**src/rtl/msd_pkg.sv**
```systemverilog
package msd_pkg;
  localparam int MSD_LINES = 4;
  localparam int STAT_W    = 2 * MSD_LINES;
  // line index order inside every vector of this block
  localparam int IDX_CTS = 0;
  localparam int IDX_DSR = 1;
  localparam int IDX_RI  = 2;
  localparam int IDX_DCD = 3;
  localparam logic [MSD_LINES-1:0] TRAIL_ONLY = 4'b0100; // RI flagged on 1->0 only
  typedef logic [MSD_LINES-1:0] line_vec_t;
endpackage

```
**src/rtl/msd_sync.sv**
```systemverilog
module msd_sync #(
  parameter int WIDTH  = 4,
  parameter int STAGES = 2
) (
  input  logic             clk,
  input  logic             rst,
  input  logic [WIDTH-1:0] d,
  output logic [WIDTH-1:0] q
);
  logic [WIDTH-1:0] stg [STAGES];

  always_ff @(posedge clk) begin
    if (rst) begin
      for (int s = 0; s < STAGES; s++) stg[s] <= '0;
    end else begin
      stg[0] <= d;
      for (int s = 1; s < STAGES; s++) stg[s] <= stg[s-1];
    end
  end

  assign q = stg[STAGES-1];
endmodule

```
**src/rtl/msd_delta.sv**
```systemverilog
module msd_delta #(
  parameter int               WIDTH      = 4,
  parameter logic [WIDTH-1:0] TRAIL_MASK = '0
) (
  input  logic             clk,
  input  logic             rst,
  input  logic [WIDTH-1:0] lvl,
  input  logic             clr,
  output logic [WIDTH-1:0] lvl_prev,
  output logic [WIDTH-1:0] evt,
  output logic [WIDTH-1:0] flags,
  output logic [WIDTH-1:0] flags_nxt
);
  for (genvar i = 0; i < WIDTH; i++) begin : g_line
    if (TRAIL_MASK[i]) begin : g_trail
      assign evt[i] = lvl_prev[i] & ~lvl[i];
    end else begin : g_any
      assign evt[i] = lvl_prev[i] ^ lvl[i];
    end
  end

  // a fresh event wins over the clear of the same cycle
  assign flags_nxt = (flags & ~{WIDTH{clr}}) | evt;

  always_ff @(posedge clk) begin
    if (rst) begin
      lvl_prev <= '0;
      flags    <= '0;
    end else begin
      lvl_prev <= lvl;
      flags    <= flags_nxt;
    end
  end
endmodule

```
**src/rtl/modem_status_unit.sv**
```systemverilog
module modem_status_unit
  import msd_pkg::*;
#(
  parameter int SYNC_STAGES = 2
) (
  input  logic              clk,
  input  logic              rst,
  input  logic              cts_pin,
  input  logic              dsr_pin,
  input  logic              ri_pin,
  input  logic              dcd_pin,
  input  logic              rts_ctl,
  input  logic              dtr_ctl,
  input  logic              out1_ctl,
  input  logic              out2_ctl,
  input  logic              loopback_en,
  input  logic              msi_enable,
  input  logic              status_rd,
  output logic [STAT_W-1:0] status_q,
  output logic              msi_irq
);
  line_vec_t pin_vec, loop_vec, src_vec;
  line_vec_t lvl, lvl_prev, evt, flags, flags_nxt;

  assign pin_vec  = {dcd_pin, ri_pin, dsr_pin, cts_pin};
  assign loop_vec = {out2_ctl, out1_ctl, dtr_ctl, rts_ctl};
  assign src_vec  = loopback_en ? loop_vec : pin_vec;

  msd_sync #(
    .WIDTH (MSD_LINES),
    .STAGES(SYNC_STAGES)
  ) u_sync (
    .clk(clk),
    .rst(rst),
    .d  (src_vec),
    .q  (lvl)
  );

  msd_delta #(
    .WIDTH     (MSD_LINES),
    .TRAIL_MASK(TRAIL_ONLY)
  ) u_delta (
    .clk      (clk),
    .rst      (rst),
    .lvl      (lvl),
    .clr      (status_rd),
    .lvl_prev (lvl_prev),
    .evt      (evt),
    .flags    (flags),
    .flags_nxt(flags_nxt)
  );

  always_ff @(posedge clk) begin
    if (rst) begin
      status_q <= '0;
      msi_irq  <= 1'b0;
    end else begin
      if (status_rd) status_q <= {lvl, flags};
      msi_irq <= msi_enable & (|flags_nxt);
    end
  end
endmodule

```
**config.mk**
```make
export PLATFORM = sky130hd
export DESIGN_NAME = modem_status_unit
export DESIGN_NICKNAME = d
export VERILOG_FILES = /design/src/rtl/msd_pkg.sv /design/src/rtl/msd_sync.sv /design/src/rtl/msd_delta.sv /design/src/rtl/modem_status_unit.sv
export SDC_FILE = /design/constraint.sdc
export NUM_CORES = 1
export LEC_CHECK = 0
export BUFFER_PORTS_ARGS = -buffer_cell sky130_fd_sc_hd__buf_2
export CORE_AREA = 5 5 48 50
export DETAILED_ROUTE_END_ITERATION = 8
export DIE_AREA = 0 0 53 55
export GPL_TIMING_DRIVEN = 1
export PLACE_DENSITY = 0.71
export SETUP_SLACK_MARGIN = 0.05
export SLEW_MARGIN = 20
export SYNTH_ARGS = -nofsm -noshare
export SYNTH_HDL_FRONTEND = slang
export SYNTH_SLANG_ARGS = --single-unit
```
**constraint.sdc**
```tcl
create_clock -name clk -period 1.1 [get_ports clk]
set_input_delay 0.11 -clock clk [delete_from_list [all_inputs] [get_ports clk]]
set_output_delay 0.11 -clock clk [all_outputs]
set_load 0.01 [all_outputs]
```
==> summary by stage <==
Clock network
The longest clock path from root to sink contains 2 buffers. The count of H-tree levels built during CTS is 1. After clock tree synthesis, the setup repair step added 0 buffers. The cts-stage hold buffer count is 0. Gates resized during post-CTS repair numbered 0. The TritonCTS buffer count is 3. The clock tree root buffer cell is sky130_fd_sc_hd__clkbuf_4.

At the later pin of the worst-skew pair, clock insertion delay measures 0.31 ns. The TritonCTS clock tree is done. The CTS clock-pin slew for the worst setup and hold paths is 0.13 ns. The total clock sinks is 25.

GRT
The combined global-route utilization of all metal layers is 0.104. The number of antenna violations at the first check in global routing is 0. The global-route congestion overflow total is 0.

In the global route stage, met1 resource usage came out at 0.122. For met2 alone, demand over resource in global routing was 0.169. The number of global-route vias before repair is 510. The routing layer with the top usage in global route is met2.

The global-route wire length before repair is 2160 um. For this run, global-route usage on met3 was measured as 0.0349. Entering global routing, the biggest net connects 17 pins.

Worst setup path
Together, buffers and inverters on the worst path number 0. The cell with the largest stage delay on the worst path is sky130_fd_sc_hd__dfxtp_1. The worst path arrival time is 1.16 ns. Traced cell by cell, the critical path runs through xor2_1 -> a21oi_1 -> a41oi_1. The kind of cell adding the most delay to the critical path is flip-flops. The kind of start point of the critical path is a flip-flop.

Counting cells, the worst reg-to-reg path comes to 3. The worst setup path is captured at a flip-flop. The critical path class is flip-flop to flip-flop. On the worst path, the slowest cell contributes a delay of 0.35 ns. The capture point of the worst path is msi_irq$_SDFF_PP0_. The maximum net fanout on the critical path is 3. The critical path starts at u_sync.stg[0][4]$_SDFF_PP0_. The worst register-to-register path ends at msi_irq$_SDFF_PP0_.

The critical path required time is 1.29 ns. The worst register-to-register path begins at u_sync.stg[0][4]$_SDFF_PP0_. The worst register-to-register path has a setup slack of 0.13 ns.

The instance count on the critical path is 3.

Synth
Of the post-synthesis cell area, the dominant cell type holds 0.599. The average instance in the mapped netlist occupies 11.0 um^2. Synthesis handed over a netlist of 76 instances. The count of unique library cells instantiated by Yosys is 14. The flip-flop and latch count after synthesis is 25. Of the synthesized area, sequential elements account for 0.599.

In the post-synthesis netlist, the biggest area contributors are sky130_fd_sc_hd__dfxtp_1 60%, sky130_fd_sc_hd__mux2i_1 14%, sky130_fd_sc_hd__nor2_1 7.6%, sky130_fd_sc_hd__nor2b_1 5.2%, sky130_fd_sc_hd__xor2_1 3.1%. The net count after synthesis is 89. The cell area that synthesis handed to floorplanning was 836 um^2. The Yosys step of the flow raised 0 warnings. The cell type with the highest aggregate area in the netlist is sky130_fd_sc_hd__dfxtp_1.

Pwr
The share of total power dissipated in sequential elements is 0.646. The part of the power in combinational logic is 0.089. The fraction of power consumed by the clock network is 0.265. For this design the total switching power over the nets is 0.341 mW. Cell internal power was estimated by the tool at 1.15 mW. The largest voltage drop on the vdd net is 898 uV. The switching power as a share of total power is 0.229.

The standby leakage power is 0.482 nW. For this design the ratio of total power to cell area is 1490 nW/um^2.

Placement
At the end of routability-driven placement, the weighted congestion stood at 0.759. The detailed-placement wirelength estimate is 983 um. Port buffering added 21 buffers.

Routing
After detailed routing, the number of vias per cell comes to 4.39. Summing over every cut layer, the via total after detailed routing is 549. Before antenna repair, the detailed router went through 2 iterations. For this block, the routed nets add up to 1290 um of wire.

For this run, design rule violations remaining after detail routing come to 0. In this run the remaining antenna-violating nets after routing total 0. The number of design-rule violations left by the first detailed-router iteration is 1. Dividing the detail-routed wire length by the instance count gives 10.3 um.

STA
The number of max-slew violations in the final report is 0. The worst-margin pin slew is 0.304 ns. Of the available clock period, the critical path in the final layout requires 0.883.

After routing, the total negative slack on setup checks comes to 0 ns. The worst slew margin relative to its limit is 0.798. On the final layout, the worst clock skew is 0.00528 ns. The number of hold violations in the final report is 0. The number of setup violations in the final report is 0. The worst slack on hold paths is 0.0198 ns.

The achievable clock frequency is 1.03 GHz. The post-layout minimum cycle time is 0.972 ns. Setup repair after global routing left no endpoint under its margin.

Finish
The number of diodes added for antenna fixing is 0. In the final layout, the multi-input gates occupy 297 um^2. The top cell types in the final layout, fill and taps aside, are 25 x sky130_fd_sc_hd__dfxtp_1, 21 x sky130_fd_sc_hd__buf_2, 17 x sky130_fd_sc_hd__nor2_1. The final-layout fill cell count is 186. Once layout is complete, the utilization of the core stands at 0.535.

In the final layout, the share of cells above drive strength 1 is 0.286. The most frequent standard cell in the layout excluding fill and tap cells is sky130_fd_sc_hd__dfxtp_1. The synthesis-to-finish area growth is 19.2%. In the final design database the tool counted 112 nets. The sequential cells in the finished layout cover a total of 500 um^2.

Die
In this run the core area contains 16 standard-cell rows. The placeable core region is 1860 um^2. The die is 53 um wide.

The number of primary I/O pins is 22. The area enclosed by the die boundary is 2920 um^2. The initial utilization of the core area, before any placement, comes to 0.449. The floorplan step set the die height to 55 um.

Min path
The classification of the worst-slack hold path is input port to flip-flop. The startpoint identified for the worst hold timing path is dsr_pin.

Run status
The flow ran to the end, and the final reports show no timing, DRC or antenna violations.

Job
The number of maximum-capacitance violations is 0.
worst min path at each step:
stage,end,slack [ns],depth (start not counted)
2_1_floorplan,u_delta.lvl_prev[3]$_SDFF_PP0_,0.18,1
6_report,u_sync.stg[0][1]$_SDFF_PP0_,0.02,3
4_1_cts,u_sync.stg[0][0]$_SDFF_PP0_,0.02,3
3_5_place_dp,u_sync.stg[0][1]$_SDFF_PP0_,0.35,3
5_1_grt,u_sync.stg[0][0]$_SDFF_PP0_,0.007,3
3_3_place_gp,u_sync.stg[0][1]$_SDFF_PP0_,0.34,3
worst register-to-register path, stage by stage, from the launching register on:
cell and delay, ns:
sky130_fd_sc_hd__dfxtp_1 0.35, sky130_fd_sc_hd__xor2_1 0.16, sky130_fd_sc_hd__a21oi_1 0.19, sky130_fd_sc_hd__a41oi_1 0.15
final cells by class:
class	count	area share
multi-input combinational	45	0.298
clock inverter	1	0.00503
sequential	25	0.503
inverter	2	0.0126
tap	27	0.0339
clock buffer	3	0.0226
timing repair buffer	22	0.126
flip-flops by register name, indices dropped and copies added (netlist names):
name and cells:
status_q 8, u_sync.stg 8, u_delta.lvl_prev 4, msi_irq 1
u_delta.flags 4
power by group through the flow:
stage | Sequential [mW] | Combinational [mW] | Clock (mW)
4_1_cts | 0.962 | 0.136 | 0.402
5_1_grt | 0.968 | 0.148 | 0.448
3_5_place_dp | 0.983 | 0.135 | 0
3_3_place_gp | 0.981 | 0.131 | 0
2_1_floorplan | 0.984 | 0.0833 | 0
6_report | 0.961 | 0.133 | 0.394
cells in the mapped netlist:
library cell / instances
sky130_fd_sc_hd__xor2_1: 3
sky130_fd_sc_hd__mux2i_1: 12
sky130_fd_sc_hd__buf_6: 1
sky130_fd_sc_hd__a41oi_1: 1
sky130_fd_sc_hd__nand2b_1: 1
sky130_fd_sc_hd__buf_2: 2
sky130_fd_sc_hd__nor2b_1: 7
sky130_fd_sc_hd__inv_6: 1
sky130_fd_sc_hd__nor2_1: 17
sky130_fd_sc_hd__clkbuf_2: 1
sky130_fd_sc_hd__inv_1: 1
sky130_fd_sc_hd__a22oi_2: 1
sky130_fd_sc_hd__dfxtp_1: 25
sky130_fd_sc_hd__a21oi_1: 3
per-stage QoR:
| step | power [mW] | cells | area, um^2 | setup slack [ns] |
|---|---|---|---|---|
| global route | 1.56 | 125 | 996 | 0.0614 |
| finish | 1.49 | 125 | 996 | 0.128 |
| floorplan | 1.07 | 76 | 836 | 0.257 |
| detailed placement | 1.12 | 121 | 968 | 0.153 |
| global placement | 1.11 | 121 | 968 | 0.216 |
| CTS | 1.50 | 125 | 996 | 0.136 |
routing by layer:
layer / vias to the layer above / part of all wire
met1: 242 / 0.46
met2: 18 / 0.45
met4: 0 / 0
met3: 0 / 0.089
met5: - / 0
li1: 289 / -
logic make-up (layout without fill, tap and decap cells):
kind of cell,after synthesis,after routing,synth area share
mux,12,12,0.144
buf+inv,6,28,0.0464
flops,25,25,0.599
xor+xnor,3,3,0.0314
compound gates,5,5,0.0434
simple gates,25,25,0.136
(Power assumes the default switching activity.)
